$ cat src/rtl/pc_pkg.sv
package pc_pkg;
  typedef enum logic [2:0] {
    OP_HOLD,
    OP_ADV,
    OP_PCL,
    OP_GOTO,
    OP_CALL,
    OP_RET,
    OP_VEC
  } pc_op_e;

  localparam int unsigned VEC_ADDR = 4;
endpackage

$ cat src/rtl/pc_sel.sv
module pc_sel
  import pc_pkg::*;
(
  input  logic   adv_i,
  input  logic   pcl_we_i,
  input  logic   goto_i,
  input  logic   call_i,
  input  logic   ret_i,
  input  logic   vec_i,
  output pc_op_e op_o
);
  always_comb begin
    if (vec_i)         op_o = OP_VEC;
    else if (ret_i)    op_o = OP_RET;
    else if (call_i)   op_o = OP_CALL;
    else if (goto_i)   op_o = OP_GOTO;
    else if (pcl_we_i) op_o = OP_PCL;
    else if (adv_i)    op_o = OP_ADV;
    else               op_o = OP_HOLD;
  end
endmodule

$ cat src/rtl/pc_next.sv
module pc_next
  import pc_pkg::*;
#(
  parameter int unsigned PC_W      = 13,
  parameter int unsigned PCL_W     = 8,
  parameter int unsigned IMM_W     = 11,
  parameter int unsigned MEM_WORDS = 8192,
  localparam int unsigned LATCH_W  = PC_W - PCL_W,
  localparam int unsigned PAGE_W   = PC_W - IMM_W
) (
  input  pc_op_e             op_i,
  input  logic [PC_W-1:0]    pc_i,
  input  logic [IMM_W-1:0]   imm_i,
  input  logic [LATCH_W-1:0] latch_i,
  input  logic [PCL_W-1:0]   wdata_i,
  input  logic [PC_W-1:0]    stack_top_i,
  output logic [PC_W-1:0]    pc_o,
  output logic [PC_W-1:0]    push_data_o
);
  localparam logic [PC_W-1:0] ADDR_MASK = PC_W'(MEM_WORDS - 1);

  logic [PC_W-1:0] inc_addr;
  logic [PC_W-1:0] page_addr;
  logic [PC_W-1:0] pcl_addr;

  assign inc_addr  = (pc_i + PC_W'(1)) & ADDR_MASK;
  assign page_addr = {latch_i[LATCH_W-1 -: PAGE_W], imm_i} & ADDR_MASK;
  assign pcl_addr  = {latch_i, wdata_i} & ADDR_MASK;

  always_comb begin
    pc_o        = pc_i;
    push_data_o = inc_addr;
    unique case (op_i)
      OP_ADV:  pc_o = inc_addr;
      OP_PCL:  pc_o = pcl_addr;
      OP_GOTO: pc_o = page_addr;
      OP_CALL: pc_o = page_addr;
      OP_RET:  pc_o = stack_top_i & ADDR_MASK;
      OP_VEC: begin
        pc_o        = PC_W'(VEC_ADDR) & ADDR_MASK;
        push_data_o = pc_i;
      end
      default: pc_o = pc_i;
    endcase
  end
endmodule

$ cat src/rtl/pc_stack.sv
module pc_stack #(
  parameter int unsigned W     = 13,
  parameter int unsigned DEPTH = 8,
  localparam int unsigned SP_W = $clog2(DEPTH)
) (
  input  logic         clk_i,
  input  logic         rst_ni,
  input  logic         push_i,
  input  logic         pop_i,
  input  logic [W-1:0] push_data_i,
  output logic [W-1:0] top_o
);
  logic [SP_W-1:0] sp_q;
  logic [SP_W-1:0] rd_ptr;
  logic [W-1:0]    mem_q [DEPTH];

  // pointer wraps by its width; DEPTH is a power of two
  assign rd_ptr = sp_q - SP_W'(1);
  assign top_o  = mem_q[rd_ptr];

  always_ff @(posedge clk_i or negedge rst_ni) begin
    if (!rst_ni) begin
      sp_q <= '0;
    end else if (push_i) begin
      sp_q <= sp_q + SP_W'(1);
    end else if (pop_i) begin
      sp_q <= rd_ptr;
    end
  end

  always_ff @(posedge clk_i or negedge rst_ni) begin
    if (!rst_ni) begin
      for (int i = 0; i < DEPTH; i++) mem_q[i] <= '0;
    end else if (push_i) begin
      mem_q[sp_q] <= push_data_i;
    end
  end
endmodule

$ cat src/rtl/pc_unit.sv
module pc_unit
  import pc_pkg::*;
#(
  parameter int unsigned MEM_WORDS   = 8192,
  parameter int unsigned STACK_DEPTH = 8
) (
  input  logic        clk_i,
  input  logic        rst_ni,
  input  logic        adv_i,
  input  logic        pcl_we_i,
  input  logic [7:0]  pcl_wdata_i,
  input  logic        goto_i,
  input  logic        call_i,
  input  logic        ret_i,
  input  logic        vec_i,
  input  logic [10:0] imm_i,
  input  logic [4:0]  latch_i,
  output logic [12:0] fetch_addr_o,
  output logic [7:0]  pcl_o
);
  localparam int unsigned PC_W  = 13;
  localparam int unsigned PCL_W = 8;
  localparam int unsigned IMM_W = 11;

  pc_op_e          op;
  logic [PC_W-1:0] pc_q;
  logic [PC_W-1:0] pc_d;
  logic [PC_W-1:0] push_data;
  logic [PC_W-1:0] stack_top;

  pc_sel u_sel (
    .adv_i    (adv_i),
    .pcl_we_i (pcl_we_i),
    .goto_i   (goto_i),
    .call_i   (call_i),
    .ret_i    (ret_i),
    .vec_i    (vec_i),
    .op_o     (op)
  );

  pc_next #(
    .PC_W      (PC_W),
    .PCL_W     (PCL_W),
    .IMM_W     (IMM_W),
    .MEM_WORDS (MEM_WORDS)
  ) u_next (
    .op_i        (op),
    .pc_i        (pc_q),
    .imm_i       (imm_i),
    .latch_i     (latch_i),
    .wdata_i     (pcl_wdata_i),
    .stack_top_i (stack_top),
    .pc_o        (pc_d),
    .push_data_o (push_data)
  );

  pc_stack #(
    .W     (PC_W),
    .DEPTH (STACK_DEPTH)
  ) u_stack (
    .clk_i       (clk_i),
    .rst_ni      (rst_ni),
    .push_i      (op == OP_CALL || op == OP_VEC),
    .pop_i       (op == OP_RET),
    .push_data_i (push_data),
    .top_o       (stack_top)
  );

  always_ff @(posedge clk_i or negedge rst_ni) begin
    if (!rst_ni) pc_q <= '0;
    else         pc_q <= pc_d;
  end

  assign fetch_addr_o = pc_q;
  assign pcl_o        = pc_q[PCL_W-1:0];
endmodule

$ cat config.mk
export PLATFORM = sky130hd
export DESIGN_NAME = pc_unit
export DESIGN_NICKNAME = d
export VERILOG_FILES = /design/src/rtl/pc_pkg.sv /design/src/rtl/pc_sel.sv /design/src/rtl/pc_next.sv /design/src/rtl/pc_stack.sv /design/src/rtl/pc_unit.sv
export SDC_FILE = /design/constraint.sdc
export NUM_CORES = 1
export LEC_CHECK = 0
export BUFFER_PORTS_ARGS = -buffer_cell sky130_fd_sc_hd__buf_2
export CELL_PAD_IN_SITES_DETAIL_PLACEMENT = 0
export CELL_PAD_IN_SITES_GLOBAL_PLACEMENT = 1
export CORE_MARGIN = 2
export CORE_UTILIZATION = 49
export CTS_BUF_LIST = sky130_fd_sc_hd__clkbuf_8
export DETAILED_ROUTE_END_ITERATION = 12
export PLACE_DENSITY = 0.89
export SYNTH_ARGS = -nofsm -noshare
export SYNTH_HDL_FRONTEND = slang
export SYNTH_SLANG_ARGS = --single-unit
$ cat constraint.sdc
create_clock -name clk_i -period 3.51 [get_ports clk_i]
set_clock_uncertainty 0.05 [all_clocks]
set_input_delay 0.351 -clock clk_i [delete_from_list [all_inputs] [get_ports clk_i]]
set_output_delay 0.351 -clock clk_i [all_outputs]
set_load 0.1 [all_outputs]
* Word-level counts from Yosys, hierarchy flattened *
Index checks and enable logic that the tools add are counted.

storage, ports and cells
  register bits = 120
  bits in read-only memories = 0
  logic and storage cells = 45
  bits in latches = 0
  memories = 0
  bits in writable memories = 0

operators by class
  shifts and indexed selects = 0
  multipliers = 0
  equal/unequal tests = 6
  bitwise gates (word level) = 2
  $lt $le $gt $ge = 3
  reductions and logical operators = 5
  mux-type cells = 16
  div/mod/pow operators = 0
  $add $sub $neg = 3

operators with widths
  cell                     number
  $bwmux W104              1
  $pmux W13 S5             1
  $mux W13                 4
  $bmux W13 S3             1
  $demux W13 S3            1
  $mux W3                  7
  $add A13 B1 Y13 const B  1
  $eq A3 B3 Y1 const B     3
  $ge A4 B4 Y1 const B     2
  $not A3 Y4               2
  $eq A3 B2 Y1 const B     2
  $reduce_bool A5 Y1       1
  $lt A4 B1 Y1 const B     1
  $add A3 B1 Y3 const B    1
  $eq A3 B1 Y1 const B     1
  $sub A3 B1 Y3 const B    1
  $reduce_bool A2 Y1       1
  $reduce_or A2 Y1         1
  $logic_and A1 B1 Y1      1
  $logic_or A1 B1 Y1       1
  $mux W1                  1

* Depth between registers and ports, before layout *
Gate-level depths: netlist of run 1.

  depth after elaboration = 9
  mapped depth = 12
  depth with buffers taken out = 7

* Hierarchy *
Synthesis of run 1 repeated with hierarchy kept, for this count alone.

unflattened totals
  cell total of the unflattened synthesis = 655
  area, all modules = 7,054.3 µm²

modules (own cells, without submodules)
  module    seq. area each (µm²)  cells each  instances  area each (µm²)
  pc_stack  2,677.6               382         1          5,131.2
  pc_next   0.0                   242         1          1,468.9
  pc_unit   325.3                 23          1          404.1
  pc_sel    0.0                   8           1          50.0

* Worst setup path after synthesis of run 1 *
No wires, ideal clock.

  path kind = reg2reg
  start = register pc_q[0] (netlist: fetch_addr_o[0])
  end = register u_stack.mem_q[103] (netlist bit)
  path slack = 855 ps
  arrival time = 2,468 ps
  stages on the path, launching flop included = 7
  cells stage by stage = dfrtp_1 > ha_1 > nor2b_1 > nand2_1 > or3_1 > xor2_1 > o21ai_0

between the ends
  cells in the longest elaborated chain, start to end = 3

RTL lines
  element                         RTL line        text
  start: declaration              pc_unit.sv:26   logic [PC_W-1:0] pc_q;
  start signal: assignment        pc_unit.sv:71   else pc_q <= pc_d;
  $add A13 B1 Y13                 pc_next.sv:26   assign inc_addr = (pc_i + PC_W'(1)) & ADDR_MASK;
  $mux W13                        pc_next.sv:33   unique case (op_i)
  $bwmux W104                     pc_stack.sv:35  mem_q[sp_q] <= push_data_i;
  end signal: indexed assignment  pc_stack.sv:35
  end: declaration                pc_stack.sv:15  logic [W-1:0] mem_q [DEPTH];

No other way between the ends.
A chain may end at the register's enable or synchronous reset.

* Final worst setup path of run 1 *
  start = register pc_q[0] (netlist: fetch_addr_o[0])
  end = register u_stack.mem_q[51] (netlist bit)

Same word-level chain as after synthesis.

==> reports/results.env, run 1 <==
OUTCOME='complete, but fails checks'
VIOLATIONS='negative hold slack'
ARRIVAL_PS=2800
REGISTER_AREA_UM2=3003
INITIAL_CORE_UTIL=0.5003
SYNTH-ADDER-AREA-SHARE=0.006246
FIRST_GLOBAL_VIAS=4576
POSTSYNTHCELLCOUNT=600
LIBRARY_CELL_USED_AS_CLOCK_ROOT_BUFFER='clkbuf_8'
DRT-WIRELENGTH-PER-CELL_UM=19.15
DR.FIRST_ITER.DRC_COUNT=500
SYN-CELL-AREA_UM2=6010
ROUTED_VIA_COUNT_DIVIDED_BY_CELL_COUNT=5.905
DOMINANTREGCELLSYNTH='dfrtp_1'
IOPINCOUNT=53
GRT_FIRST_PASS_WIRELENGTH_UM=24480
NUMPLACEDINSTANCES=760
SYNTH_AREA_LEADER_CELL='dfrtp_1'
GRT_MOST_USED_LAYER='met2'
CTS.REPAIR_TIMING.SETUP_BUFFER_COUNT=0
CLOCK_PIN_SLEW_ON_THE_WORST_SETUP_AND_HOLD_PATHS_PS=80
PATH_CLASS='reg2reg'
PEAKVDDDROP_mV=0.3825
CP_SLOWEST_STAGE_DELAY_PS=500
SETUP-VIOLATIONS-FINAL=0
POWER.LEAKAGE_nW=3.024
CAP_VIOLATIONS=0
CTS_SINK_CNT=120
CTSRESIZECOUNT=0
FINAL_AREA_UM2=6653
ANTENNA_FOUND_INITIAL=0
SYNTH.DISTINCT_CELLS=49
CTS.HOLD.BUFFERS_ADDED=0
MAX_FREQ_MHz=386.5
PLACEDINSTANCEAREA_UM2=6251
SYNTH_AREA_LEADERS='dfrtp_1 (50%), o21ai_0 (8.4%), nand2_1 (7.4%), mux4_2 (6.0%), mux4_1 (3.1%)'
TOTALNEGATIVESETUPSLACK_PS=0
TRACK_USAGE=0.2459
ANTENNA-DIODE-COUNT=0
SYNTH_SIMPLE_GATE_AREA_SHARE=0.1305
CRITPATHCAPTURETYPE='register'
RSZ0062_AT_GRT='no'
SYNTH_COMPOUND_AREA_FRAC=0.1514
INPUT_OUTPUT_BUFFERS=52
LAYOUT.NETS=667
CP_DATA_REQUIRED_TIME_PS=3730
TOTAL_DIE_AREA_UM2=13170
TRITONCTS='done'
AREA_OF_COMBINATIONAL_CELLS_WITH_MULTIPLE_INPUTS_UM2=2678
GLOBALROUTEMET2UTIL=0.3819
NUMCTSBUFFERS=17
MET3_TRACK_DEMAND_OVER_RESOURCE=0.05693
DIE_HEIGHT_UM=114.7
PERIOD_MINUS_SLACK_PS=2587
SYNTH_XOR_AREA_FRAC=0.03623
FP.COREAREA_UM2=12010
GRT_START_MAX_NET_PINS=72
ASYNC_SET_RESET_FLOP_SHARE_OUT_OF_SYNTHESIS=1.000
CRIT_PATH_CELL_TRACE='ha_1, nor2b_1, nand2_1, or3_1, xor2_1, o21ai_0'
SLEW_HEADROOM=0.2715
WORST_PATH_MAX_DELAY_CELL='dfrtp_1'
CRITICAL_PATH_PEAK_FANOUT=8
SYNTH.AREA.MUX_SHARE=0.1212
CTS_MAX_LEVEL=4
TOP_CELL_TYPE_S_SHARE_OF_SYNTHESIZED_AREA=0.4997
ANT_NETS=0
GRT_UTIL_MET1=0.3405
AREA_DELTA_SYNTH_FINAL_PCT=10.70
PLACEMENT_ROWS=40
GPL.FINAL_WEIGHTED_CONGESTION=0.8803
SYNTH_TOP_FAMILY_BY_AREA='compound AO/OA/AOI/OAI gates'
YOSYS_WARNINGS=0
LAYOUT.CORE_UTILIZATION=0.5539
YOSYS.CELL_COUNT.TOP_TYPE='dfrtp_1'
FINAL_LAYOUT_SIZE_SUFFIX_GT1_FRAC=0.1798
DRT-PASS1-ITER-COUNT=5
INSERTION_DELAY_PS=450
SYNTH.YOSYS.SEQ_AREA_SHARE=0.4997
FINAL_ROUTED_WIRELENGTH_ACROSS_ALL_METAL_LAYERS_UM=15170
TIGHTESTPINTRANSITION_PS=1090
MOST_INSTANTIATED_CELLS_AFTER_SYNTHESIS='dfrtp_1 (120), nand2_1 (118), o21ai_0 (101)'
ROUTE.VIAS.TOTAL=4677
FP.DIEW_UM=114.7
OVERFLOW=0
YOSYS_REGISTER_BITS=120
ROUTE.DETAILED.DRC=0
TIMING.FINAL.MAX_SLEW_VIOLATIONS=0
CTS_BUFFER_DEPTH=2
SYN-NUM-NETS=635
FILLER_CELL_COUNT=1046
CP-START-KIND='register'
HOLDWS_PS=-12.08
HOLD_PATH_CLASS='in2async'
POWER_DENSITY_nW_PER_UM2=986.3
DPL.HPWL_UM=9988
FIN_CELLS=792
SYNTH_ENABLE_FLOP_CELLS=0
PATH_DELAY_FAMILY='simple AND/OR/NAND/NOR gates'
POST_SYNTH.CELL_AREA_AVG_UM2=10.02
REPORT.FINAL.HOLD_VIOL_COUNT=27
CP_NUM_BUF_INV=0
FINAL_MIN_PERIOD_OVER_CLOCK_PERIOD=0.7372
==> flip-flops by register name, indices dropped and copies added (netlist names) <==
| signal | count |
|---|---|
| u_stack.mem_q | 104 |
| fetch_addr_o | 13 |
| u_stack.sp_q | 3 |
==> logic make-up (layout without fill, tap and decap cells) <==
kind of cell | after synthesis | count (layout)
flip-flops | 120 | 120
buffers and inverters | 63 | 108
adder cells (fa/ha/maj) | 3 | 3
AO/OA/AOI/OAI | 163 | 163
XOR/XNOR | 24 | 24
multiplexers | 41 | 41
AND/OR/NAND/NOR | 186 | 186
==> stage by stage <==
| step | power [mW] | setup slack (ps) | hold WS [ps] |
|---|---|---|---|
| finish | 6.562 | 922.6 | -12.08 |
| floorplan | 4.657 | 854.8 | 5.409 |
| CTS | 6.548 | 942.2 | 6.957 |
| global route | 6.938 | 754.7 | 72.59 |
| detailed placement | 5.259 | 968.3 | 417.5 |
| global placement | 5.174 | 1040 | 404.6 |
==> layer usage <==
| layer | vias up | wire length [µm] |
|---|---|---|
| li1 | 2152 | - |
| met3 | 36 | 1170 |
| met2 | 207 | 7008 |
| met5 | - | 0 |
| met1 | 2282 | 6631 |
| met4 | 0 | 355 |
==> where the power goes <==
part           switching (mW)  leakage, nW  internal, mW
Combinational            1.90         1.29          1.05
Clock                   0.616        0.191         0.643
Sequential              0.413         1.55          1.94
==> worst register-to-register path, delay by kind of cell, from the launching register on <==
kind | cells | cell delay [ps]
xor gates and xnor gates | 1 | 500
adders and majority gates | 1 | 260
and+or+nand+nor | 3 | 900
AOI/OAI and AO/OA | 1 | 200
DFF | 1 | 500
==> layout by cell type, fill, tap and decap left out, drive strengths merged, types with 5 or more instances in the layout <==
master,count
dfrtp,120
nand2,118
o21ai,102
buf,61
a21oi,32
nor2,29
mux4,23
inv,19
clkbuf,17
mux2i,15
xor2,13
nand3,12
xnor2,11
a211oi,7
nor3,5
clkinv,5
==> final timing paths <==
kind                              startpoint           endpoint  slack, ps  cells after the start
min in group clk_i                latch_i[3]   fetch_addr_o[11]        150                      3
min reg2reg                u_stack.mem_q[22]  u_stack.mem_q[22]        430                      2
max                          fetch_addr_o[0]  u_stack.mem_q[51]        920                      6
min                                   rst_ni  u_stack.mem_q[14]        -10                      1
max in group asynchronous             rst_ni  u_stack.mem_q[11]       2550                      2
max reg2reg                  fetch_addr_o[0]  u_stack.mem_q[51]        920                      6
==> cell type report <==
class | count | area share
clock buffers | 17 | 0.03517
flip-flops and latches | 120 | 0.4514
multi-input cells | 417 | 0.4025
well taps | 147 | 0.02765
inverters | 15 | 0.008463
repair buffers | 61 | 0.04965
clock inverters | 15 | 0.02520
Note: power is estimated with default switching activity, not from simulation.
==> run 2: changes to the inputs <==
==> constraint.sdc (replaced) <==
create_clock -name clk_i -period 2.61 [get_ports clk_i]
set_clock_uncertainty 0.05 [all_clocks]
set_input_delay 0.261 -clock clk_i [delete_from_list [all_inputs] [get_ports clk_i]]
set_output_delay 0.261 -clock clk_i [all_outputs]
set_load 0.1 [all_outputs]
==> reports/results.env, run 2 (same netlist as run 1, synthesis figures left out) <==
TRACK_USAGE=0.2396
HOLD_PATH_CLASS='in2reg'
CLOCK_PIN_SLEW_ON_THE_WORST_SETUP_AND_HOLD_PATHS_PS=70
POWER_DENSITY_nW_PER_UM2=1302
LAYOUT.NETS=683
OVERFLOW=0
REGISTER_AREA_UM2=3005
GRT_START_MAX_NET_PINS=53
TRITONCTS='done'
FINAL_ROUTED_WIRELENGTH_ACROSS_ALL_METAL_LAYERS_UM=14650
INSERTION_DELAY_PS=430
PLACEMENT_ROWS=40
CRIT_PATH_CELL_TRACE='ha_1, nor2b_1, nand2_1, or3_1, xor2_1, o21ai_0'
PEAKVDDDROP_mV=0.6703
LIBRARY_CELL_USED_AS_CLOCK_ROOT_BUFFER='clkbuf_8'
FILLER_CELL_COUNT=1027
RSZ0062_AT_GRT='no'
ANTENNA_FOUND_INITIAL=0
CP_SLOWEST_STAGE_DELAY_PS=480
CP_NUM_BUF_INV=0
DRT-PASS1-ITER-COUNT=5
ANTENNA-DIODE-COUNT=0
TOTAL_DIE_AREA_UM2=13170
MAX_FREQ_MHz=413.4
INITIAL_CORE_UTIL=0.5003
FINAL_MIN_PERIOD_OVER_CLOCK_PERIOD=0.9268
ROUTE.DETAILED.DRC=0
GRT_FIRST_PASS_WIRELENGTH_UM=24060
FIRST_GLOBAL_VIAS=4577
TIGHTESTPINTRANSITION_PS=689.4
FINAL_LAYOUT_SIZE_SUFFIX_GT1_FRAC=0.1970
CTS_BUFFER_DEPTH=2
LARGEST_REGISTER_FF_COUNT=104
PRE_CTS_WS_PS=287.8
IOPINCOUNT=53
PATH_DELAY_FAMILY='simple AND/OR/NAND/NOR gates'
POWER.LEAKAGE_nW=3.120
DIE_HEIGHT_UM=114.7
OUTCOME='completed'
FP.DIEW_UM=114.7
REGMOSTFLOPS='u_stack.mem_q'
ARRIVAL_PS=2650
FP.COREAREA_UM2=12010
DR.FIRST_ITER.DRC_COUNT=529
ANT_NETS=0
DPL.HPWL_UM=10170
CTS_MAX_LEVEL=4
CP_DATA_REQUIRED_TIME_PS=2840
SETUP-VIOLATIONS-FINAL=0
TIMING.FINAL.MAX_SLEW_VIOLATIONS=0
AREA_OF_COMBINATIONAL_CELLS_WITH_MULTIPLE_INPUTS_UM2=2678
CRITICAL_PATH_CELL_COUNT=6
NUMCTSBUFFERS=17
CTS_SINK_CNT=120
SLEW_HEADROOM=0.5273
INPUT_OUTPUT_BUFFERS=52
AREA_DELTA_SYNTH_FINAL_PCT=13.26
WORSTREGTOREGCELLS=6
CRITPATHCAPTURETYPE='register'
LAYOUT_COMMON_CELLS='nand2_1 (118), dfrtp_1 (118), o21ai_0 (101)'
ROUTED_VIA_COUNT_DIVIDED_BY_CELL_COUNT=5.792
CP-START-KIND='register'
TOTALNEGATIVESETUPSLACK_PS=0
ROUTE.VIAS.TOTAL=4674
CRITICAL_PATH_PEAK_FANOUT=8
HOLD-PATH-CELL-COUNT=3
REPORT.FINAL.HOLD_VIOL_COUNT=0
WORST_PATH_MAX_DELAY_CELL='xor2_1'
DRT-WIRELENGTH-PER-CELL_UM=18.15
CAP_VIOLATIONS=0
PERIOD_MINUS_SLACK_PS=2419
PATH_CLASS='reg2reg'
GPL.FINAL_WEIGHTED_CONGESTION=0.9131
SETUP_WS_PS=190.9
==> run 2: cell count changes in the layout (fill, tap and decap cells not counted), sizes merged <==
cell,change
buf,+15
clkbuf,+1
clkinv,+1
clkinvlp,-2
dlygate4sd3,+1
inv,-1
==> run 2: layout make-up <==
type / instances / share of cell area
inverter: 15 / 0.008272
clock inverter: 13 / 0.01949
multi-input combinational: 417 / 0.3934
clock buffer: 18 / 0.03640
timing repair buffer: 77 / 0.07390
sequential: 120 / 0.4415
tap: 147 / 0.02702
==> run 2: power breakdown <==
part	internal, mW	switching, mW
clock	0.862	0.745
combinational	1.54	2.58
sequential	2.61	0.528
==> run 2: worst paths after layout <==
kind / start / end / slack [ps]
worst max-delay path: fetch_addr_o[0] / u_stack.mem_q[12] / 190
worst min-delay path: latch_i[3] / fetch_addr_o[11] / 40
worst max register to register: fetch_addr_o[0] / u_stack.mem_q[12] / 190
worst min register to register: u_stack.mem_q[98] / u_stack.mem_q[98] / 430
max in group asynchronous: rst_ni / u_stack.mem_q[100] / 1420
min in group asynchronous: rst_ni / u_stack.mem_q[65] / 370
==> run 2: layer usage <==
layer | routed length, µm | global-route usage
met5 | 0 | 0
met2 | 6783 | 0.3763
met1 | 6860 | 0.3438
met3 | 847 | 0.05219
met4 | 158 | 0.06185
==> run 2: timing repair <==
action,4_1_cts,5_1_grt
resized for setup,0,0
buffers inserted,0,0
hold buffers,1,0
endpoints found under the hold margin,50,0
==> run 2: tightest hold or removal path, stage by stage <==
cell	delay, ps
buf_2	100
nand2_1	50
a31oi_1	70
==> run 2: stage by stage <==
| stage | area, µm² | total power, mW | hold slack, ps | std cells | utilization |
|---|---|---|---|---|---|
| 2_1_floorplan | 6012 | 6.264 | -84.59 | 600 | - |
| 3_3_place_gp | 6416 | 7.102 | 293.0 | 775 | 0.5342 |
| 3_5_place_dp | 6416 | 7.242 | 305.4 | 775 | 0.5342 |
| 4_1_cts | 6807 | 8.864 | 21.43 | 807 | 0.5667 |
| 5_1_grt | 6807 | 9.401 | 42.00 | 807 | 0.5667 |
| 6_report | 6807 | 8.861 | 43.70 | 807 | 0.5667 |
==> run 3: changes to the inputs <==
--- a/config.mk
+++ b/config.mk
@@ -9,10 +9,11 @@
 export CELL_PAD_IN_SITES_DETAIL_PLACEMENT = 0
 export CELL_PAD_IN_SITES_GLOBAL_PLACEMENT = 1
 export CORE_MARGIN = 2
-export CORE_UTILIZATION = 49
+export CORE_UTILIZATION = 50
 export CTS_BUF_LIST = sky130_fd_sc_hd__clkbuf_8
 export DETAILED_ROUTE_END_ITERATION = 12
-export PLACE_DENSITY = 0.89
+export PLACE_DENSITY = 0.88
 export SYNTH_ARGS = -nofsm -noshare
 export SYNTH_HDL_FRONTEND = slang
+export SYNTH_HIERARCHICAL = 1
 export SYNTH_SLANG_ARGS = --single-unit
==> reports/results.env, run 3 <==
FILLER_CELL_COUNT=1132
GRT_START_MAX_NET_PINS=59
CP-START-KIND='register'
ROUTED_VIA_COUNT_DIVIDED_BY_CELL_COUNT=6.244
TRACK_USAGE=0.2470
PATH_CLASS='reg2reg'
TOTAL_POWER_mW=10.11
ANTENNA_FOUND_INITIAL=0
INSERTION_DELAY_PS=440
CTS_BUFFER_DEPTH=2
IOPINCOUNT=53
WL_MET3_UM=1093
SLEW_HEADROOM=0.4669
ANTENNA-DIODE-COUNT=0
SYN-NUM-NETS=690
PERIOD_MINUS_SLACK_PS=2429
SYNTH_AREA_LEADERS='dfrtp_1 (43%), mux2_2 (14%), mux2i_1 (7.5%), nand3_1 (4.5%), mux2_4 (4.3%)'
HOLD_PATH_CLASS='in2reg'
PLACEMENT_ROWS=43
REPORT.FINAL.HOLD_VIOL_COUNT=0
TOTAL_DIE_AREA_UM2=15070
LAYOUT.NETS=733
CTS_SINK_CNT=120
CTS_MAX_LEVEL=4
INPUT_OUTPUT_BUFFERS=52
OVERFLOW=0
POWER.LEAKAGE_nW=3.712
CP_SLOWEST_STAGE_DELAY_PS=650
SETUP-VIOLATIONS-FINAL=0
DOMINANTREGCELLSYNTH='dfrtp_1'
R2R_END='u_stack/mem_q[37]'
HOLD-PATH-CELL-COUNT=3
ROUTE.DETAILED.DRC=0
TIMING.REG2REG.SETUP_SLACK_PS=180
DPL.HPWL_UM=11670
POWER.SWITCHING_FRACTION=0.4128
INTERNAL_POWER_mW=5.939
ARRIVAL_PS=2740
MAX_FREQ_MHz=411.7
ANT_NETS=0
LIBRARY_CELL_USED_AS_CLOCK_ROOT_BUFFER='clkbuf_8'
TOP_CELL_TYPE_S_SHARE_OF_SYNTHESIZED_AREA=0.4257
NUMPLACEDINSTANCES=858
NUMCTSBUFFERS=17
CRITPATHCAPTURETYPE='register'
FINAL_MIN_PERIOD_OVER_CLOCK_PERIOD=0.9306
FP.DIEW_UM=122.8
YOSYS_WARNINGS=6
PWR-SHARE-CLK=0.160
TIMING.RR.START='fetch_addr_o[3]'
LARGEST_REGISTER_FF_COUNT=104
MOST_INSTANTIATED_CELLS_AFTER_SYNTHESIS='dfrtp_1 (120), mux2_2 (85), nand3_1 (63)'
REGMOSTFLOPS='u_stack/mem_q'
FIN_CELLS=889
SYNTH.DISTINCT_CELLS=62
TOP_LAYER='met4'
CLOCK_PIN_SLEW_ON_THE_WORST_SETUP_AND_HOLD_PATHS_PS=70
DIE_HEIGHT_UM=122.8
POWER.SHARE.SEQUENTIAL=0.307
POST_SYNTH.CELL_AREA_AVG_UM2=10.77
COMB_POWER_SHARE=0.534
HP-START='pcl_wdata_i[0]'
SYNTH.YOSYS.SEQ_AREA_SHARE=0.4257
YOSYS.CELL_COUNT.TOP_TYPE='dfrtp_1'
INITIAL_CORE_UTIL=0.5102
LAYOUT_COMMON_CELLS='dfrtp_1 (118), mux2_2 (85), nand3_1 (63)'
ROUTE.MET2.WL_UM=8459
SYNTH_ENABLE_FLOP_CELLS=0
P_SW_mW=4.175
OUTCOME='completed'
AREA_DELTA_SYNTH_FINAL_PCT=13.32
DR.FIRST_ITER.DRC_COUNT=496
WORST_PATH_MAX_DELAY_CELL='xnor2_1'
ASYNC_SET_RESET_FLOP_SHARE_OUT_OF_SYNTHESIS=1.000
FINAL_ROUTED_WIRELENGTH_ACROSS_ALL_METAL_LAYERS_UM=17700
MET1WIRELENGTH_UM=7678
WORSTREGTOREGCELLS=5
SYNTH_AREA_LEADER_CELL='dfrtp_1'
DRT-WIRELENGTH-PER-CELL_UM=19.91
SYN-CELL-AREA_UM2=7054
POSTSYNTHCELLCOUNT=655
DRT-PASS1-ITER-COUNT=5
TRITONCTS='done'
RSZ0062_AT_GRT='no'
ROUTE.VIAS.TOTAL=5551
TIGHTESTPINTRANSITION_PS=794.0
FINAL_LAYOUT_SIZE_SUFFIX_GT1_FRAC=0.3385
CTS.REPAIR_TIMING.SETUP_BUFFER_COUNT=0
CRIT_PATH_CELL_TRACE='nand2_1, nor2_1, nand3_1, xnor2_1, mux2_2'
TIMING.FINAL.MAX_SLEW_VIOLATIONS=0
LAYOUT_COMMONEST_CELL='dfrtp_1'
PEAKVDDDROP_mV=0.5854
CAP_VIOLATIONS=0
CP_DATA_REQUIRED_TIME_PS=2930
GPL.FINAL_WEIGHTED_CONGESTION=0.8925
GRT_FIRST_PASS_WIRELENGTH_UM=28690
YOSYS_REGISTER_BITS=120
POWER_DENSITY_nW_PER_UM2=1265
MIN_DELAY_WORST_ENDPOINT='fetch_addr_o[0]'
FIRST_GLOBAL_VIAS=5489
CRITICAL_PATH_PEAK_FANOUT=9
FP.COREAREA_UM2=13830
[run 3: power by group through the flow]
stage	Combinational, mW	Sequential, mW	Clock, mW
detailed placement	5.31	3.11	0
global placement	5.21	3.04	0
finish	5.40	3.10	1.62
floorplan	3.89	3.24	0
global route	5.75	3.19	1.73
CTS	5.34	3.08	1.65
[run 3: worst max-delay path: cells and delay by family, from the launching register on]
kind / cells / cell delay [ps]
flip-flops: 1 / 540
AND/OR/NAND/NOR: 3 / 810
XOR/XNOR: 1 / 650
multiplexers: 1 / 290
[run 3: metal layers]
metal	up-vias	global-route usage
li1	2491	-
met1	2788	0.3253
met2	231	0.3992
met3	41	0.05065
met4	0	0.09770
met5	-	0
[run 3: final cells by class]
cell class                      instances  area (µm²)  area share
Multi-Input combinational cell        462        3749      0.4689
Inverter                                8       30.03    0.003756
Timing Repair Buffer                   89       605.6     0.07576
Sequential cell                       120        3005      0.3760
Clock inverter                         10       103.9     0.01299
Tap cell                              180       225.2     0.02817
Clock buffer                           20       275.3     0.03443
[run 3: kinds of logic after synthesis]
family,share of synthesized area
compound gates,0.1032
fa+ha+maj,0.006741
buf+inv,0.05445
flops,0.4257
mux,0.2535
simple gates,0.1316
xor+xnor,0.02483
[run 3: how the worst max path moves through the flow]
stage | startpoint | end | slack [ps] | depth (start not counted)
floorplan | u_stack/sp_q[0] | fetch_addr_o[9] | -1 | 11
global placement | u_stack/sp_q[1] | fetch_addr_o[9] | 130 | 9
detailed placement | call_i | u_stack/mem_q[23] | 100 | 7
CTS | u_stack/sp_q[0] | fetch_addr_o[9] | 120 | 9
global route | fetch_addr_o[3] | u_stack/mem_q[100] | 20 | 5
finish | fetch_addr_o[3] | u_stack/mem_q[37] | 180 | 5
[run 3: what timing repair did]
item,CTS,global route
hold buffers,1,0
setup endpoints to repair,0,1
resized for setup,0,1
endpoints found under the hold margin,37,0
[run 3: metrics by stage]
stage               TNS [ps]    util  hold slack [ps]  cell area (µm²)  setup WS, ps
floorplan             -1.388       -           -84.59             7132        -1.388
global placement           0  0.5492            203.4             7594         128.0
detailed placement         0  0.5492            218.8             7594         99.85
CTS                        0  0.5773            65.10             7983         121.2
global route               0  0.5781            97.22             7994         20.23
finish                     0  0.5781            86.44             7994         181.2
